**src/rtl/pix_comp_pkg.sv**
```systemverilog
package pix_comp_pkg;

    localparam int CH_W  = 8;
    localparam int NUM_CH = 3;
    localparam int PIX_W = CH_W * NUM_CH;
    localparam int RAW_W = 32;
    localparam int FMT_W = 3;

    localparam logic [PIX_W-1:0] BG_RESET = 24'h008080;

    localparam logic [FMT_W-1:0] FMT_RGB565   = 3'd4;
    localparam logic [FMT_W-1:0] FMT_ARGB1555 = 3'd5;
    localparam logic [FMT_W-1:0] FMT_ARGB4444 = 3'd6;
    localparam logic [FMT_W-1:0] FMT_ARGB8888 = 3'd7;

    // premultiplied pixel: alpha plus three channels
    typedef struct packed {
        logic [CH_W-1:0]  a;
        logic [PIX_W-1:0] c;
    } px_t;

    function automatic logic [7:0] rep5(input logic [4:0] v);
        return {v, v[4:2]};
    endfunction

    function automatic logic [7:0] rep6(input logic [5:0] v);
        return {v, v[5:4]};
    endfunction

    function automatic logic [7:0] rep4(input logic [3:0] v);
        return {v, v};
    endfunction

    function automatic px_t expand_gfx(input logic [RAW_W-1:0] raw,
                                       input logic [FMT_W-1:0] fmt);
        px_t p;
        case (fmt)
            FMT_RGB565: begin
                p.a = 8'hFF;
                p.c = {rep5(raw[15:11]), rep6(raw[10:5]), rep5(raw[4:0])};
            end
            FMT_ARGB1555: begin
                p.a = {8{raw[15]}};
                p.c = {rep5(raw[14:10]), rep5(raw[9:5]), rep5(raw[4:0])};
            end
            FMT_ARGB4444: begin
                p.a = rep4(raw[15:12]);
                p.c = {rep4(raw[11:8]), rep4(raw[7:4]), rep4(raw[3:0])};
            end
            FMT_ARGB8888: begin
                p.a = raw[31:24];
                p.c = raw[23:0];
            end
            default: p = '0;
        endcase
        return p;
    endfunction

    // round(v / 255) for v up to 255*255, using shifts only
    function automatic logic [7:0] div255_round(input logic [15:0] v);
        logic [16:0] t;
        t = {1'b0, v} + 17'd128;
        t = t + (t >> 8);
        return t[15:8];
    endfunction

    function automatic logic [7:0] blend_ch(input logic [7:0] src,
                                            input logic [7:0] dst,
                                            input logic [7:0] a);
        logic [15:0] prod;
        logic [8:0]  sum;
        prod = 16'(dst) * 16'(8'hFF - a);
        sum  = {1'b0, src} + {1'b0, div255_round(prod)};
        return sum[8] ? 8'hFF : sum[7:0];
    endfunction

endpackage

```
**src/rtl/pix_comp_rect_hit.sv**
```systemverilog
module pix_comp_rect_hit #(
    parameter int X_W = 12
) (
    input  logic [X_W-1:0] x_i,
    input  logic [X_W-1:0] y_i,
    input  logic [X_W-1:0] dx_i,
    input  logic [X_W-1:0] dy_i,
    input  logic [X_W-1:0] w_i,
    input  logic [X_W-1:0] h_i,
    input  logic           hscale_i,
    input  logic           vscale_i,
    output logic           hit_o
);
    localparam int E_W = X_W + 2;

    logic [E_W-1:0] ext_w, ext_h, right, bottom;

    always_comb begin
        ext_w  = hscale_i ? {1'b0, w_i, 1'b0} : {2'b00, w_i};
        ext_h  = vscale_i ? {1'b0, h_i, 1'b0} : {2'b00, h_i};
        right  = {2'b00, dx_i} + ext_w;
        bottom = {2'b00, dy_i} + ext_h;
        hit_o  = (x_i >= dx_i) && ({2'b00, x_i} < right) &&
                 (y_i >= dy_i) && ({2'b00, y_i} < bottom);
    end
endmodule

```
**src/rtl/pix_comp_order.sv**
```systemverilog
module pix_comp_order
    import pix_comp_pkg::*;
#(
    parameter int N      = 3,
    parameter int PRIO_W = 4
) (
    input  logic [N*PRIO_W-1:0] prio_i,
    input  px_t  [N-1:0]        px_i,
    output px_t  [N-1:0]        px_o   // slot 0 is the bottom of the stack
);
    localparam int IDX_W = (N > 1) ? $clog2(N) : 1;
    localparam int KEY_W = PRIO_W + IDX_W;

    logic [N-1:0][KEY_W-1:0] key;
    logic [N-1:0][IDX_W-1:0] rank;

    always_comb begin
        for (int i = 0; i < N; i++) begin
            key[i] = {prio_i[i*PRIO_W +: PRIO_W], IDX_W'(i)};
        end
        for (int i = 0; i < N; i++) begin
            rank[i] = '0;
            for (int j = 0; j < N; j++) begin
                if (j != i && key[j] < key[i]) begin
                    rank[i] = rank[i] + IDX_W'(1);
                end
            end
        end
        for (int s = 0; s < N; s++) begin
            px_o[s] = '0;
            for (int i = 0; i < N; i++) begin
                if (rank[i] == IDX_W'(s)) begin
                    px_o[s] = px_i[i];
                end
            end
        end
    end
endmodule

```
**src/rtl/pix_comp_blend.sv**
```systemverilog
module pix_comp_blend
    import pix_comp_pkg::*;
(
    input  px_t              src_i,
    input  logic [PIX_W-1:0] dst_i,
    output logic [PIX_W-1:0] out_o
);
    for (genvar c = 0; c < NUM_CH; c++) begin : g_ch
        assign out_o[c*CH_W +: CH_W] = blend_ch(src_i.c[c*CH_W +: CH_W],
                                                dst_i[c*CH_W +: CH_W],
                                                src_i.a);
    end
endmodule

```
**src/rtl/pix_compositor.sv**
```systemverilog
module pix_compositor
    import pix_comp_pkg::*;
#(
    parameter int NUM_GFX = 2,
    parameter int X_W     = 12,
    parameter int PRIO_W  = 4
) (
    input  logic                             clk,
    input  logic                             rst,
    input  logic                             cfg_commit_i,
    input  logic [23:0]                      cfg_bg_i,
    input  logic [NUM_GFX:0]                 cfg_en_i,
    input  logic [(NUM_GFX+1)*PRIO_W-1:0]    cfg_prio_i,
    input  logic [NUM_GFX*3-1:0]             cfg_fmt_i,
    input  logic [NUM_GFX-1:0]               cfg_hscale_i,
    input  logic [NUM_GFX-1:0]               cfg_vscale_i,
    input  logic [(NUM_GFX+1)*X_W-1:0]       cfg_x_i,
    input  logic [(NUM_GFX+1)*X_W-1:0]       cfg_y_i,
    input  logic [(NUM_GFX+1)*X_W-1:0]       cfg_w_i,
    input  logic [(NUM_GFX+1)*X_W-1:0]       cfg_h_i,
    input  logic                             pix_valid_i,
    input  logic [X_W-1:0]                   pix_x_i,
    input  logic [X_W-1:0]                   pix_y_i,
    input  logic [NUM_GFX*32-1:0]            gfx_pix_i,
    input  logic [23:0]                      vid_pix_i,
    output logic                             out_valid_o,
    output logic [23:0]                      out_pix_o
);
    localparam int NUM_LAYERS = NUM_GFX + 1;
    localparam int GEO_W      = NUM_LAYERS * X_W;

    // active (committed) configuration
    logic [PIX_W-1:0]             act_bg;
    logic [NUM_LAYERS-1:0]        act_en;
    logic [NUM_LAYERS*PRIO_W-1:0] act_prio;
    logic [NUM_GFX*FMT_W-1:0]     act_fmt;
    logic [NUM_GFX-1:0]           act_hs, act_vs;
    logic [GEO_W-1:0]             act_x, act_y, act_w, act_h;

    always_ff @(posedge clk) begin
        if (rst) begin
            act_bg   <= BG_RESET;
            act_en   <= '0;
            act_prio <= '0;
            act_fmt  <= '0;
            act_hs   <= '0;
            act_vs   <= '0;
            act_x    <= '0;
            act_y    <= '0;
            act_w    <= '0;
            act_h    <= '0;
        end else if (cfg_commit_i) begin
            act_bg   <= cfg_bg_i;
            act_en   <= cfg_en_i;
            act_prio <= cfg_prio_i;
            act_fmt  <= cfg_fmt_i;
            act_hs   <= cfg_hscale_i;
            act_vs   <= cfg_vscale_i;
            act_x    <= cfg_x_i;
            act_y    <= cfg_y_i;
            act_w    <= cfg_w_i;
            act_h    <= cfg_h_i;
        end
    end

    // per-layer decode and coverage
    px_t [NUM_LAYERS-1:0]  lay_px;
    logic [NUM_LAYERS-1:0] lay_hit;

    for (genvar i = 0; i < NUM_LAYERS; i++) begin : g_layer
        logic hs, vs;
        px_t  px;
        if (i < NUM_GFX) begin : g_gfx
            assign hs = act_hs[i];
            assign vs = act_vs[i];
            assign px = expand_gfx(gfx_pix_i[i*RAW_W +: RAW_W],
                                   act_fmt[i*FMT_W +: FMT_W]);
        end else begin : g_vid
            assign hs = 1'b0;
            assign vs = 1'b0;
            assign px = '{a: 8'hFF, c: vid_pix_i};
        end

        pix_comp_rect_hit #(.X_W(X_W)) u_hit (
            .x_i      (pix_x_i),
            .y_i      (pix_y_i),
            .dx_i     (act_x[i*X_W +: X_W]),
            .dy_i     (act_y[i*X_W +: X_W]),
            .w_i      (act_w[i*X_W +: X_W]),
            .h_i      (act_h[i*X_W +: X_W]),
            .hscale_i (hs),
            .vscale_i (vs),
            .hit_o    (lay_hit[i])
        );

        // a non-contributing layer becomes fully transparent
        assign lay_px[i] = (act_en[i] && lay_hit[i]) ? px : '0;
    end

    px_t [NUM_LAYERS-1:0] sorted_px;

    pix_comp_order #(.N(NUM_LAYERS), .PRIO_W(PRIO_W)) u_order (
        .prio_i (act_prio),
        .px_i   (lay_px),
        .px_o   (sorted_px)
    );

    // stage 1: sorted layers and background
    logic                 s1_valid;
    logic [PIX_W-1:0]     s1_bg;
    px_t [NUM_LAYERS-1:0] s1_px;

    always_ff @(posedge clk) begin
        if (rst) begin
            s1_valid <= 1'b0;
            s1_bg    <= BG_RESET;
            s1_px    <= '0;
        end else begin
            s1_valid <= pix_valid_i;
            s1_bg    <= act_bg;
            s1_px    <= sorted_px;
        end
    end

    // stage 2: bottom-up blend chain
    logic [NUM_LAYERS:0][PIX_W-1:0] chain;
    assign chain[0] = s1_bg;

    for (genvar s = 0; s < NUM_LAYERS; s++) begin : g_blend
        pix_comp_blend u_blend (
            .src_i (s1_px[s]),
            .dst_i (chain[s]),
            .out_o (chain[s+1])
        );
    end

    always_ff @(posedge clk) begin
        if (rst) begin
            out_valid_o <= 1'b0;
            out_pix_o   <= '0;
        end else begin
            out_valid_o <= s1_valid;
            if (s1_valid) begin
                out_pix_o <= chain[NUM_LAYERS];
            end
        end
    end
endmodule

```
**config.mk**
```make
export PLATFORM = sky130hd
export DESIGN_NAME = pix_compositor
export DESIGN_NICKNAME = d
export VERILOG_FILES = /design/src/rtl/pix_comp_pkg.sv /design/src/rtl/pix_comp_rect_hit.sv /design/src/rtl/pix_comp_order.sv /design/src/rtl/pix_comp_blend.sv /design/src/rtl/pix_compositor.sv
export SDC_FILE = /design/constraint.sdc
export NUM_CORES = 2
export LEC_CHECK = 0
export ABC_CLOCK_PERIOD_IN_PS = 30000
export BUFFER_PORTS_ARGS = -buffer_cell sky130_fd_sc_hd__buf_4
export CORE_MARGIN = 2
export CORE_UTILIZATION = 60
export CTS_CLUSTER_DIAMETER = 40
export DETAILED_ROUTE_END_ITERATION = 7
export GPL_TIMING_DRIVEN = 0
export PLACE_DENSITY = 0.79
export SLEW_MARGIN = 25
export SYNTH_ARGS = -nofsm -noshare
export SYNTH_HDL_FRONTEND = slang
export SYNTH_SLANG_ARGS = --single-unit
```
**constraint.sdc**
```tcl
create_clock -name clk -period 30 [get_ports clk]
set_input_delay 1.5 -clock clk [delete_from_list [all_inputs] [get_ports clk]]
set_output_delay 1.5 -clock clk [all_outputs]
set_load 0.02 [all_outputs]
```
==> Word-level counts from Yosys, hierarchy flattened <==
Index checks and enable logic that the tools add are counted.
Widths: inputs -> output; s select.
{ "op_classes": {"n_addsub": 39, "mul": 9, "order_cmp": 18, "n_eq_ne": 14, "mux": 33, "reduce_logical": 15} }
{ "ops": {"columns": ["cell", "count"], "rows": [
  ["$mux 32", 12],
  ["$pmux 32 s4", 2],
  ["$add 16x8->17 const B", 9],
  ["$add 16x9->16", 9],
  ["$mul 8x16->16", 6],
  ["$lt 12x14->1", 6],
  ["$add 8x8->9", 9],
  ["$ge 12x12->1", 6],
  ["$mux 8", 9],
  ["$add 12x14->14", 4],
  ["$mux 13", 4],
  ["$mul 9x9->16", 3],
  ["$lt 6x6->1", 6],
  ["$sub 8x8->9 const A", 3],
  ["$add 12x12->13", 2],
  ["$eq 3x3->1 const B", 8],
  ["$logic_and 1x1->1", 12],
  ["$eq 2x1->1 const B", 3],
  ["$eq 2x2->1 const B", 3],
  ["$logic_not 2->1", 3],
  ["$mux 2", 3],
  ["$add 2x1->2 const B", 2],
  ["$mux 1", 3],
  ["$add 1x1->2 const B", 1]
]} }
{ "word_totals": {"ff_bits": 339, "inputBits": 309, "output_inout_bits": 25, "wordCells": 148} }

==> Longest topological paths before layout <==
{ "logic_depth": {"ltp_word": 16, "depth_mapped": 112, "depth_no_buf": 110} }

==> Hierarchy <==
From an unflattened synthesis, not the netlist that was laid out.
{ "hier_totals": {"hier_cells": 5630, "area_unflattened_um2": 49159.6} }
{ "by_module_without_submodules": {"columns": ["mod", "instances", "cells_per_inst", "area_each_um2", "seq_area_each_um2"], "rows": [
  ["pix_compositor", 1, 1204, 12692.2, 6786.5],
  ["pix_comp_blend (g_blend[2].u_blend)", 1, 1121, 9416.5, 0.0],
  ["pix_comp_blend (g_blend[0].u_blend)", 1, 1106, 9208.8, 0.0],
  ["pix_comp_blend (g_blend[1].u_blend)", 1, 1043, 8882.3, 0.0],
  ["pix_comp_rect_hit (g_layer[0].u_hit ...)", 2, 296, 2324.7, 0.0],
  ["pix_comp_rect_hit (g_layer[2].u_hit)", 1, 301, 2397.3, 0.0],
  ["pix_comp_order", 1, 263, 1913.1, 0.0]
]} }

==> Worst setup path before layout <==
Ideal clock, no wire load.
{ "synth_path": {"path_type": "reg-to-reg", "startpoint": "register s1_px[25] (netlist bit)", "endpoint": "register out_pix_o[23]", "setup_ps": 59, "t_arrival_ps": 23026, "required_ps": 29941, "slack_ps": 6915, "path_stages_with_launch": 103, "path_buffers": 4, "period_less_slack_ps": 23085, "path_cell_list": "dfxtp_1 clkbuf_1 nand2b_1 fa_1 fa_1 inv_1 fa_1 inv_1 fa_1 inv_1 ha_1 a21oi_1 and2_1 a21oi_1 nor2b_1 ha_1 inv_1 a211oi_1 [67 not listed] ha_1 buf_1 and2_1 a311o_1 a31o_2 a31oi_1 xnor2_1 inv_1 fa_1 inv_1 a21oi_1 o21ai_0 a21oi_1 o21ai_0 a21o_1 nand2_1 nand3b_1 o221a_2"} }
{ "synth_between": {"elab_chain_cells": 16} }
{ "synth_rtl": {"columns": ["item", "line", "text"], "rows": [
  ["start: declaration", "pix_compositor.sv:111", "px_t [NUM_LAYERS-1:0] s1_px;"],
  ["start signal: assignment", "pix_compositor.sv:121", "s1_px <= sorted_px;"],
  ["$sub 8x8->9", "pix_comp_pkg.sv:72", "prod = 16'(dst) * 16'(8'hFF - a);"],
  ["$mul 8x16->16", "pix_comp_pkg.sv:72", null],
  ["$add 16x8->17", "pix_comp_pkg.sv:62", "t = {1'b0, v} + 17'd128;"],
  ["$add 16x9->16", "pix_comp_pkg.sv:63", "t = t + (t >> 8);"],
  ["$add 8x8->9", "pix_comp_pkg.sv:73", "sum = {1'b0, src} + {1'b0, div255_round(prod)};"],
  ["$mux 8", "pix_comp_pkg.sv:74", "return sum[8] ? 8'hFF : sum[7:0];"],
  ["$mul 8x16->16", "pix_comp_pkg.sv:72", null],
  ["$add 16x8->17", "pix_comp_pkg.sv:62", null],
  ["$add 16x9->16", "pix_comp_pkg.sv:63", null],
  ["$add 8x8->9", "pix_comp_pkg.sv:73", null],
  ["$mux 8", "pix_comp_pkg.sv:74", null],
  ["$mul 8x16->16", "pix_comp_pkg.sv:72", null],
  ["$add 16x8->17", "pix_comp_pkg.sv:62", null],
  ["$add 16x9->16", "pix_comp_pkg.sv:63", null],
  ["$add 8x8->9", "pix_comp_pkg.sv:73", null],
  ["$mux 8", "pix_comp_pkg.sv:74", null],
  ["end signal: assignment", "pix_compositor.sv:144", "out_pix_o <= chain[NUM_LAYERS];"],
  ["end: declaration", "pix_compositor.sv:27", "output logic [23:0] out_pix_o"]
]} }
Every way passes these cells.
A chain may end at the register's enable or synchronous reset.

==> Worst setup path in the final report <==
{ "layout_path": {"startpoint": "register s1_px[25] (netlist bit)", "endpoint": "register out_pix_o[22]"} }
The elaborated chain is that of the path after synthesis.

==> results.md <==
* Max Root-Sink Buffers at 3
* Final std cell area, no fill at 53400 um^2
* Post-DP HPWL at 121000 um
* Synth top area share at 0.185
* RSZ-0062 raised after global routing: false
* Post-cts resize count at 0
* Width of the chip at 284 um
* Final ANT Viol Nets at 0
* Crit path capture: out_pix_o[22]
* Yosys warns at 0
* Layout Utilization at 0.690
* DRT Pass-1 Iters at 6
* # DRC at 0
* Grt ovf at 0
* Ranking of synthesized cells by area: ha_1, fa_1, dfxtp_1
* CP Capture Type: register
* DR WL/cell at 20.9 um
* Crit path kind: register to register
* Htree depth at 3
* CTS tree: yes
* Reg2reg start: s1_px[25]
* Final worst path period need at 27.31 ns
* Slowest cell on the critical path: a21oi_1
* Worst reg2reg path endpoint: out_pix_o[22]
* Slew headroom at 0.207
* Peak Freq at 36.6 MHz
* Initial Utilization at 0.606
* Clock Latency Late Sink at 0.67 ns
* Leading cell types by count after synthesis: inv_1, ha_1, nor2_1
* Worst R2R Path Depth at 98
* Number of enable-type register cells in the synthesized netlist at 0
* Die H at 284 um
* Rows at 102
* Number of buffers created by CTS at 69
* Hold Crit Start: act_bg[15]
* Status: completed
* Setup TNS at 0 ns
* Syn Area/Cell at 8.54 um^2
* CTS hold repair buffers at 0
* Area growth syn-to-layout at 13.8%
* Post-Place Cell Area at 50700 um^2
* Routed vias at 42261
* Critical Path Source Type: register
* Core ar. at 77500 um^2
* Syn_nets at 6845
* Worst clock skew at 0.0789 ns
* Crit-path max cell delay at 0.69 ns
* Worst-path clk slew at 0.05 ns
* Worst hold path class: register to register
* Sequential share of the synthesized area at 0.145
* Critical path origin: s1_px[25]
* DR vias/cell at 6.01
* CTS Sinks at 339
* Netlist Area Pre-Place at 47000 um^2
* Vias in the first global route at 42011
* Measured slew at the worst slew-check pin at 1.19 ns
* CP max FO at 10
* Number of max-cap violations at 0
* Nets at 7247
* Most common cell in the netlist: inv_1
* Initial DRC Count at 3359
* WL final at 147000 um
* Worst R2R Setup Slack at 2.69 ns
* Synth Register Bits at 339
* Critical path required time at 30.56 ns
* Final Slew Violations at 0
* Setup Buffers After CTS at 0
* Mapped Cells at 5498
* # setup viols final at 0
* Tcrit/Tclk final at 0.910
* Antenna violations before repair at 42
* Routability congestion estimate at 0.990
* Setup ws final at 2.69 ns
* Main synth FF type: dfxtp_1
* Pin count of the biggest net entering global routing at 14
* Crit path DAT at 27.87 ns
* Post-synth ARST share at 0
* I/O pins at 334
* Layout cell share with drive strength beyond 1 at 0.119
* First-pass GRT wire length at 229000 um
* Die area at 80500 um^2
* Input/output buffers at 331
* Most Frequent Cell on Critical Path: fa_1
* Global Route Usage Sum at 0.359
* Largest area contributor in the netlist: ha_1
* Root Buffer: clkbuf_16
* Fin. Hold Viols at 0
* Setup WS pre-CTS at 3.21 ns
* Count of cell types in the netlist at 100
cells in the final DEF (no fill, tap or decap), types with 20 or more instances in the layout:
cell type    n
o21a_1      37
o221a_2     29
o21bai_1    47
a21oi_1    220
or3_1       25
o22ai_1     64
mux2i_1    220
mux2_2      56
and3_1      34
xor2_1      96
o21ai_0    130
nand3_1     69
buf_1       28
a221o_1     24
nor3_1      64
nand2_1    173
nor3b_1     20
nor2b_1    227
nor2_1     637
o22a_1      63
buf_4      331
and2_1      21
inv_1      704
ha_1       696
or2_2      117
diode_2     34
clkbuf_16   69
nand4_1     27
a211oi_1    29
fa_1       342
dfxtp_1    339
xnor2_1    236
nand2b_1    99
clkbuf_1   169
a21o_1     131
o211ai_1    45
area by class of cell:
| cell class | instances | area (um^2) |
|---|---|---|
| fill | 6234 | 24000 |
| antenna | 34 | 85.1 |
| sequential | 339 | 6790 |
| multi-input combinational | 4253 | 36800 |
| buffer | 201 | 769 |
| clock inverter | 49 | 781 |
| clock buffer | 78 | 1820 |
| inverter | 705 | 2650 |
| timing repair buffer | 331 | 2480 |
| tap | 1040 | 1300 |
metrics by stage:
stage / cells / hold slack, ns
6_report: 7030 / 0.448
5_1_grt: 7011 / 0.474
4_1_cts: 6996 / 0.448
3_5_place_dp: 6869 / 0.430
3_3_place_gp: 6869 / 0.422
2_1_floorplan: 5498 / 0.416
sequential cells by signal (all words and copies together), names as in the netlist:
register,cells
s1_valid,1
act_x,36
act_bg,24
act_prio,12
out_pix_o,24
act_en,3
act_y,36
act_hs,2
act_w,36
s1_bg,24
act_vs,2
s1_px,96
out_valid_o,1
act_fmt,6
act_h,36
how the worst min path moves through the flow:
| stage | end | cells past startpoint |
|---|---|---|
| 2_1_floorplan | s1_bg[15] | 1 |
| 3_3_place_gp | s1_bg[7] | 1 |
| 3_5_place_dp | s1_bg[7] | 1 |
| 4_1_cts | s1_bg[15] | 1 |
| 5_1_grt | s1_bg[19] | 1 |
| 6_report | s1_bg[15] | 1 |
cells by family (layout without fill, tap and decap cells):
logic type,Yosys count,count (layout),share of synthesized area
AOI/OAI and AO/OA,977,977,0.145
xor gates and xnor gates,339,339,0.0652
adders and majority gates,1045,1045,0.333
buffers and inverters,906,1364,0.0727
DFF,339,339,0.145
muxes,294,294,0.0690
other,0,34,0
and+or+nand+nor,1598,1598,0.171
metal layers:
| layer | track usage | part of all wire | vias up |
|---|---|---|---|
| met5 | 0 | 0.0014 | - |
| met1 | 0.454 | 0.40 | 20279 |
| met2 | 0.566 | 0.44 | 1914 |
| met4 | 0.176 | 0.051 | 30 |
| li1 | - | - | 19601 |
| met3 | 0.0997 | 0.10 | 437 |
worst max-delay path: cells and delay by family, from the launching register on:
kind	cells	cell delay, ns
simple gates	17	4.66
buf+inv	16	1.80
flops	1	0.55
xor+xnor	8	2.02
compound gates	32	7.83
fa+ha+maj	25	10.37
Power is not shown: default switching activity piles up to over one toggle a cycle in this logic, so the estimate is an artifact.
